<file path="src/rtl/tcbus_pkg.sv">
package tcbus_pkg;

  typedef enum logic [1:0] {
    GEN_IDLE = 2'd0,
    GEN_LOW  = 2'd1,
    GEN_HIGH = 2'd2
  } gen_st_e;

  // start pulse + address/data bits + acknowledge pulse
  function automatic int frame_rises(input int addr_w, input int data_w);
    return addr_w + data_w + 2;
  endfunction

endpackage

</file>
<file path="src/rtl/tcbus_sync.sv">
module tcbus_sync #(
  parameter int             W       = 2,
  parameter int             STAGES  = 2,
  parameter logic [W-1:0]   RST_VAL = '0
) (
  input  logic         clk_i,
  input  logic         rst_ni,
  input  logic [W-1:0] din_i,
  output logic [W-1:0] dout_o,
  output logic [W-1:0] prev_o
);

  for (genvar g = 0; g < W; g++) begin : g_bit
    logic [STAGES:0] ff_q;
    always_ff @(posedge clk_i or negedge rst_ni) begin
      if (!rst_ni) ff_q <= {(STAGES+1){RST_VAL[g]}};
      else         ff_q <= {ff_q[STAGES-1:0], din_i[g]};
    end
    assign dout_o[g] = ff_q[STAGES-1];
    assign prev_o[g] = ff_q[STAGES];
  end

endmodule

</file>
<file path="src/rtl/tcbus_clkgen.sv">
module tcbus_clkgen
  import tcbus_pkg::*;
#(
  parameter int HALF_CYC = 8,
  parameter int N_RISE   = 18
) (
  input  logic clk_i,
  input  logic rst_ni,
  input  logic en_i,
  input  logic start_i,
  output logic sclk_o,
  output logic run_o
);

  localparam int TW = $clog2(HALF_CYC + 1);
  localparam int NW = $clog2(N_RISE + 1);
  localparam logic [TW-1:0] T_LAST = TW'(HALF_CYC - 1);
  localparam logic [NW-1:0] N_LAST = NW'(N_RISE);

  gen_st_e        st_q;
  logic [TW-1:0]  tmr_q;
  logic [NW-1:0]  nr_q;

  always_ff @(posedge clk_i or negedge rst_ni) begin
    if (!rst_ni) begin
      st_q  <= GEN_IDLE;
      tmr_q <= '0;
      nr_q  <= '0;
    end else begin
      unique case (st_q)
        GEN_IDLE: begin
          if (en_i && start_i) begin
            st_q  <= GEN_LOW;
            tmr_q <= '0;
            nr_q  <= '0;
          end
        end
        GEN_LOW: begin
          if (tmr_q != T_LAST) tmr_q <= tmr_q + 1'b1;
          else begin
            tmr_q <= '0;
            if (nr_q == N_LAST) st_q <= GEN_IDLE;   // trailing low half done
            else begin
              st_q <= GEN_HIGH;
              nr_q <= nr_q + 1'b1;
            end
          end
        end
        GEN_HIGH: begin
          if (tmr_q != T_LAST) tmr_q <= tmr_q + 1'b1;
          else begin
            tmr_q <= '0;
            st_q  <= GEN_LOW;
          end
        end
        default: st_q <= GEN_IDLE;
      endcase
    end
  end

  assign sclk_o = (st_q == GEN_HIGH);
  assign run_o  = (st_q != GEN_IDLE);

endmodule

</file>
<file path="src/rtl/tcbus_frame.sv">
module tcbus_frame #(
  parameter int ADDR_W = 8,
  parameter int DATA_W = 8
) (
  input  logic              clk_i,
  input  logic              rst_ni,
  input  logic              sclk_rise_i,
  input  logic              sclk_fall_i,
  input  logic              sda_i,
  input  logic              sda_fall_i,
  input  logic              chain_i,
  input  logic [ADDR_W-1:0] own_addr_i,
  input  logic              tx_req_i,
  input  logic [ADDR_W-1:0] tx_addr_i,
  input  logic [DATA_W-1:0] tx_data_i,
  output logic              pend_o,
  output logic              master_o,
  output logic              bus_act_o,
  output logic              at_start_o,
  output logic              sda_pull_o,
  output logic              tx_done_o,
  output logic              tx_acked_o,
  output logic              rx_valid_o,
  output logic [DATA_W-1:0] rx_data_o
);

  localparam int FB = ADDR_W + DATA_W;
  localparam int RW = $clog2(FB + 3);
  localparam logic [RW-1:0] R_LAST = RW'(FB);
  localparam logic [RW-1:0] R_ACK  = RW'(FB + 1);
  localparam logic [RW-1:0] R_END  = RW'(FB + 2);

  logic              pend_q, master_q, bus_act_q, ack_pend_q, pull_q;
  logic              done_q, acked_q, rxv_q;
  logic [RW-1:0]     rcnt_q;
  logic [FB-1:0]     tx_sh_q, rx_sh_q;
  logic [DATA_W-1:0] rxd_q;
  logic [FB-1:0]     rx_nxt;
  logic              claim, in_bits, addr_hit;

  assign rx_nxt   = {rx_sh_q[FB-2:0], sda_i};
  assign in_bits  = (rcnt_q != '0) && (rcnt_q <= R_LAST);
  assign addr_hit = (rx_nxt[FB-1 -: ADDR_W] == own_addr_i);
  assign claim    = pend_q && !master_q && !bus_act_q && chain_i && sda_i;

  always_ff @(posedge clk_i or negedge rst_ni) begin
    if (!rst_ni) begin
      pend_q     <= 1'b0;
      master_q   <= 1'b0;
      bus_act_q  <= 1'b0;
      ack_pend_q <= 1'b0;
      pull_q     <= 1'b0;
      done_q     <= 1'b0;
      acked_q    <= 1'b0;
      rxv_q      <= 1'b0;
      rcnt_q     <= '0;
      tx_sh_q    <= '0;
      rx_sh_q    <= '0;
      rxd_q      <= '0;
    end else begin
      done_q <= 1'b0;
      rxv_q  <= 1'b0;
      if (tx_req_i && !pend_q && !master_q) begin
        pend_q  <= 1'b1;
        tx_sh_q <= {tx_addr_i, tx_data_i};
      end
      if (claim) begin
        pend_q   <= 1'b0;
        master_q <= 1'b1;
        pull_q   <= 1'b1;           // start condition
      end
      if (!bus_act_q) begin
        if (sda_fall_i) begin
          bus_act_q  <= 1'b1;
          rcnt_q     <= '0;
          ack_pend_q <= 1'b0;
        end
      end else if (sclk_rise_i) begin
        rcnt_q <= rcnt_q + 1'b1;
        if (in_bits) rx_sh_q <= rx_nxt;
        if (rcnt_q == R_LAST && !master_q && addr_hit) begin
          rxv_q      <= 1'b1;
          rxd_q      <= rx_nxt[DATA_W-1:0];
          ack_pend_q <= 1'b1;
        end
        if (rcnt_q == R_ACK && master_q) acked_q <= ~sda_i;
      end else if (sclk_fall_i) begin
        if (master_q && in_bits) begin
          pull_q  <= ~tx_sh_q[FB-1];
          tx_sh_q <= {tx_sh_q[FB-2:0], 1'b0};
        end else if (rcnt_q == R_ACK) begin
          pull_q <= ack_pend_q & ~master_q;
        end else if (rcnt_q == R_END) begin
          pull_q     <= 1'b0;
          ack_pend_q <= 1'b0;
          bus_act_q  <= 1'b0;
          if (master_q) begin
            master_q <= 1'b0;
            done_q   <= 1'b1;
          end
        end
      end
    end
  end

  assign pend_o     = pend_q;
  assign master_o   = master_q;
  assign bus_act_o  = bus_act_q;
  assign at_start_o = bus_act_q && (rcnt_q == '0);
  assign sda_pull_o = pull_q;
  assign tx_done_o  = done_q;
  assign tx_acked_o = acked_q;
  assign rx_valid_o = rxv_q;
  assign rx_data_o  = rxd_q;

endmodule

</file>
<file path="src/rtl/tcbus_node.sv">
module tcbus_node
  import tcbus_pkg::*;
#(
  parameter int ADDR_W      = 8,
  parameter int DATA_W      = 8,
  parameter int HALF_CYC    = 8,
  parameter int SYNC_STAGES = 2
) (
  input  logic              clk_i,
  input  logic              rst_ni,
  input  logic              clkgen_en_i,
  input  logic [ADDR_W-1:0] own_addr_i,
  input  logic              chain_i,
  output logic              chain_o,
  input  logic              sclk_i,
  output logic              sclk_o,
  input  logic              sda_i,
  output logic              sda_pull_o,
  input  logic              tx_req_i,
  input  logic [ADDR_W-1:0] tx_addr_i,
  input  logic [DATA_W-1:0] tx_data_i,
  output logic              tx_busy_o,
  output logic              tx_done_o,
  output logic              tx_acked_o,
  output logic              rx_valid_o,
  output logic [DATA_W-1:0] rx_data_o
);

  localparam int N_RISE = frame_rises(ADDR_W, DATA_W);

  logic [1:0] line_s, line_p;
  logic       sclk_s_w, sda_s_w;
  logic       sclk_rise, sclk_fall, sda_fall;
  logic       pend_w, master_w, bus_act_w, at_start_w, gen_run_w;

  // bit 1: data (idles high), bit 0: clock (idles low)
  tcbus_sync #(.W(2), .STAGES(SYNC_STAGES), .RST_VAL(2'b10)) u_sync (
    .clk_i  (clk_i),
    .rst_ni (rst_ni),
    .din_i  ({sda_i, sclk_i}),
    .dout_o (line_s),
    .prev_o (line_p)
  );

  assign sclk_s_w  = line_s[0];
  assign sda_s_w   = line_s[1];
  assign sclk_rise = line_s[0] & ~line_p[0];
  assign sclk_fall = ~line_s[0] & line_p[0];
  assign sda_fall  = ~line_s[1] & line_p[1];

  tcbus_frame #(.ADDR_W(ADDR_W), .DATA_W(DATA_W)) u_frame (
    .clk_i       (clk_i),
    .rst_ni      (rst_ni),
    .sclk_rise_i (sclk_rise),
    .sclk_fall_i (sclk_fall),
    .sda_i       (sda_s_w),
    .sda_fall_i  (sda_fall),
    .chain_i     (chain_i),
    .own_addr_i  (own_addr_i),
    .tx_req_i    (tx_req_i),
    .tx_addr_i   (tx_addr_i),
    .tx_data_i   (tx_data_i),
    .pend_o      (pend_w),
    .master_o    (master_w),
    .bus_act_o   (bus_act_w),
    .at_start_o  (at_start_w),
    .sda_pull_o  (sda_pull_o),
    .tx_done_o   (tx_done_o),
    .tx_acked_o  (tx_acked_o),
    .rx_valid_o  (rx_valid_o),
    .rx_data_o   (rx_data_o)
  );

  tcbus_clkgen #(.HALF_CYC(HALF_CYC), .N_RISE(N_RISE)) u_clkgen (
    .clk_i   (clk_i),
    .rst_ni  (rst_ni),
    .en_i    (clkgen_en_i),
    .start_i (at_start_w),
    .sclk_o  (sclk_o),
    .run_o   (gen_run_w)
  );

  // a node wanting the bus keeps the token from downstream nodes
  assign tx_busy_o = pend_w | master_w;
  assign chain_o   = chain_i & ~tx_busy_o;

endmodule

</file>
<file path="config.mk">
export PLATFORM = sky130hd
export DESIGN_NAME = tcbus_node
export DESIGN_NICKNAME = d
export VERILOG_FILES = /design/src/rtl/tcbus_pkg.sv /design/src/rtl/tcbus_sync.sv /design/src/rtl/tcbus_clkgen.sv /design/src/rtl/tcbus_frame.sv /design/src/rtl/tcbus_node.sv
export SDC_FILE = /design/constraint.sdc
export NUM_CORES = 1
export LEC_CHECK = 0
export ABC_AREA = 0
export BUFFER_PORTS_ARGS = -buffer_cell sky130_fd_sc_hd__buf_2
export CAP_MARGIN = 20
export CELL_PAD_IN_SITES_DETAIL_PLACEMENT = 2
export CELL_PAD_IN_SITES_GLOBAL_PLACEMENT = 2
export CORE_AREA = 2 2 94 96
export DETAILED_ROUTE_END_ITERATION = 10
export DIE_AREA = 0 0 96 98
export PLACE_DENSITY = 0.84
export SLEW_MARGIN = 20
export SYNTH_ARGS = -nofsm -noshare
export SYNTH_HDL_FRONTEND = slang
export SYNTH_SLANG_ARGS = --single-unit
export TNS_END_PERCENT = 5
</file>
<file path="constraint.sdc">
create_clock -name clk_i -period 3.5 [get_ports clk_i]
set_input_delay 0.525 -clock clk_i [delete_from_list [all_inputs] [get_ports clk_i]]
set_output_delay 0.525 -clock clk_i [all_outputs]
set_load 0.02 [all_outputs]
</file>
==> impl_metrics.py <==
metrics = {
    "outcome": {
        "status": "complete, no violations",
    },
    "yosys": {
        "yosysUniqueCellTypes": 51,
        "synthCells": 296,
        "synth_edf_count": 0,
        "netlist_area_sq_um": 3390,
        "yosysWarnings": 0,
        "synth_top_area_share": 0.4873,
        "syn-num-nets": 342,
        "syn_area_per_cell_sq_um": 11.45,
        "seq_area_frac_synth": 0.5105,
        "synth.area.top_cells": "dfrtp_1 (49%), mux2i_1 (5.9%), ha_1 (5.5%)",
        "ys_ff_latch": 69,
        "synth_commonest_cells": "dfrtp_1 (66), nand2_1 (26), o21ai_0 (26), mux2i_1 (20)",
        "synth_top_area_cell": "dfrtp_1",
        "synth_ff_type": "dfrtp_1",
        "synth-async-reset-ratio": 1.000,
        "post-synth-top-count-cell": "dfrtp_1",
    },
    "global_routing": {
        "grt_util_met1": 0.2444,
        "use_met2": 0.3285,
        "grt.total_usage": 0.1944,
        "grt_pass1_wl_um": 14030,
        "antenna_found_initial": 0,
        "grt_pass1_vias": 2746,
        "top_usage_layer": "met2",
        "grt_start_max_net_pins": 70,
        "overflow": 0,
        "use_met3": 0.03627,
    },
    "final_layout": {
        "utilization": 0.4631,
        "num_antenna_cells": 0,
        "final.fill_count": 881,
        "drive_above_1_share": 0.2557,
        "syn2layout_area_growth_pct": 15.65,
        "nNetsFinal": 389,
    },
    "clocking": {
        "htree_levels": 3,
        "cts_hold_buf": 0,
        "cts_setup_buffers": 0,
        "clock_latency_ps": 350,
        "clk_pin_slew_worst_paths_ps": 80,
        "cts-root-buf": "clkbuf_8",
        "cts_made_buffers": 9,
        "cts_buffer_depth": 2,
        "clock_sinks": 69,
        "postCtsResizedCells": 0,
        "cts_tree": "yes",
    },
    "worst_setup_path": {
        "r2r_end": "u_frame.rx_data_o[1]$_DFFE_PN0P_",
        "r2r-start": "u_frame.rcnt_q[1]$_DFFE_PN0P_",
        "cp_top_family": "simple AND/OR/NAND/NOR gates",
        "worst-r2r-setup-slack_ps": 880,
        "required_ps": 3730,
        "critical_path.cell_chain": "inv_1 -> ha_1 -> nor3b_1 -> ha_1 -> nand4b_1 -> nand4b_1 -> or3_1 -> mux2_4",
        "critPathMaxStageDelay_ps": 590,
        "path_max_fanout": 9,
        "arrival_ps": 2850,
        "crit_type": "reg2reg",
        "worst_setup_path_start_kind": "register",
        "slowest_stage": "or3_1",
        "cp-end-kind": "register",
        "reg2reg_depth": 8,
        "critical_path_buf_inv_count": 1,
    },
    "sta": {
        "tns_ps": 0,
        "rsz0062_at_grt": "false",
        "setup_violations": 0,
        "worstMarginPinSlew_ps": 1007,
        "period_needed_ps": 2620,
        "hold_violations": 0,
        "fin_crit_sh": 0.7487,
        "skew_ps": 10.38,
        "fmax_mhz": 381.6,
        "drv_slew": 0,
        "fin_hold_ws_ps": 189.6,
        "slew_headroom": 0.3285,
    },
    "run": {
        "cap_violations": 0,
    },
    "floorplan": {
        "io_pins": 46,
        "fp.dieH_um": 98,
        "start_util": 0.4004,
        "dieArea_sq_um": 9408,
        "core_area_sq_um": 8466,
        "fp-row-count": 34,
        "die_w_um": 96,
    },
    "pwr": {
        "peakVddDrop_mv": 0.2405,
        "p_per_area_nw_per_um2": 610.1,
        "p_leak_nw": 1.825,
    },
    "route": {
        "ant_nets": 0,
        "drtPass1Iterations": 4,
        "drc": 0,
        "vias": 2432,
        "wl_per_cell_um": 18.16,
        "drtIter0Drc": 70,
        "vias_per_cell": 5.333,
        "routed_wl_um": 8280,
    },
    "placed_design": {
        "io_buffer_count": 45,
        "dp_hpwl_um": 5523,
        "gp_congestion": 0.7062,
    },
    "min_path": {
        "min_path_type": "in2async",
    },
}
## cells by family (layout without fill, tap and decap cells)
| group | count (synthesis) | count (layout) | share of synthesized area |
|---|---|---|---|
| AOI/OAI and AO/OA | 53 | 53 | 0.09745 |
| xor gates and xnor gates | 11 | 11 | 0.02843 |
| adders and majority gates | 15 | 15 | 0.05537 |
| buffers and inverters | 23 | 75 | 0.03248 |
| DFF | 69 | 69 | 0.5105 |
| muxes | 43 | 43 | 0.1443 |
| and+or+nand+nor | 82 | 82 | 0.1314 |
## final cells by class
type,count,area [sq um],share of cell area
Clock buffer,12,135.1,0.03447
Inverter,12,45.04,0.01149
Multi-Input combinational cell,204,1549,0.3951
Tap cell,108,135.1,0.03447
Timing Repair Buffer,47,252.7,0.06447
Sequential cell,69,1730,0.4414
Clock inverter,4,72.57,0.01851
## power breakdown
group	switching [mW]	internal [mW]
sequential	0.166	1.00
combinational	0.262	0.243
clock	0.319	0.401
total	0.747	1.64
## layout by cell type (no fill, tap or decap), types with 3 or more instances in the layout
cell,synthesis,layout
nand4_1,4,4
mux2i_1,20,20
dfstp_2,3,3
nor2b_1,6,6
nand2_1,26,26
nand3_1,9,9
buf_2,4,45
a21oi_1,3,3
o31ai_1,3,3
and2_1,4,4
nor2_1,11,11
and3_1,3,3
xnor2_1,9,9
o21ai_0,26,26
clkbuf_8,0,9
mux2_4,8,8
dfrtp_1,66,66
inv_1,12,12
mux2_2,15,15
nand3b_1,3,3
ha_1,15,15
clkbuf_1,4,3
## registers in the layout, indices dropped and copies added (netlist names)
signal              cells
u_frame.tx_acked_o      1
u_frame.rcnt_q          5
u_clkgen.tmr_q          4
u_frame.bus_act_o       1
u_frame.ack_pend_q      1
u_frame.tx_sh_q        16
u_frame.master_o        1
u_clkgen.nr_q           5
u_frame.sda_pull_o      1
u_clkgen.st_q           2
u_frame.rx_data_o       8
u_frame.rx_sh_q        15
u_frame.rx_valid_o      1
u_frame.pend_o          1
u_frame.tx_done_o       1
u_sync.g_bit.ff_q       6
## worst reg2reg max path, stage by stage (launching register included)
cell,delay (ps)
dfrtp_1,430
inv_1,130
ha_1,150
nor3b_1,280
ha_1,210
nand4b_1,120
nand4b_1,190
or3_1,590
mux2_4,400
## worst max path at each step
stage                                              from                               end  cells after the start
after floorplan           u_frame.rcnt_q[0]$_DFFE_PN0P_  u_frame.rx_data_o[0]$_DFFE_PN0P_                      9
after global placement    u_frame.rcnt_q[0]$_DFFE_PN0P_  u_frame.rx_data_o[2]$_DFFE_PN0P_                      8
after detailed placement  u_frame.rcnt_q[0]$_DFFE_PN0P_  u_frame.rx_data_o[1]$_DFFE_PN0P_                      8
after CTS                 u_frame.rcnt_q[1]$_DFFE_PN0P_  u_frame.rx_data_o[1]$_DFFE_PN0P_                      8
after global routing      u_frame.rcnt_q[1]$_DFFE_PN0P_  u_frame.rx_data_o[1]$_DFFE_PN0P_                      8
final                     u_frame.rcnt_q[1]$_DFFE_PN0P_  u_frame.rx_data_o[1]$_DFFE_PN0P_                      8
## metrics by stage
step	total power, mW	std cells	area [sq um]	setup slack (ps)
after floorplan	1.489	296	3390	1325
after global placement	1.618	440	3712	1027
after detailed placement	1.683	440	3712	878.2
after CTS	2.432	456	3920	841.8
after global routing	2.543	456	3920	689.3
final	2.392	456	3920	879.7
## per-layer routing
| metal | up-vias | routed length (um) |
|---|---|---|
| met2 | 41 | 4170 |
| met4 | 0 | 165 |
| met1 | 1233 | 3682 |
| met5 | - | 0 |
| met3 | 14 | 262 |
| li1 | 1144 | - |
(Power assumes the default switching activity.)
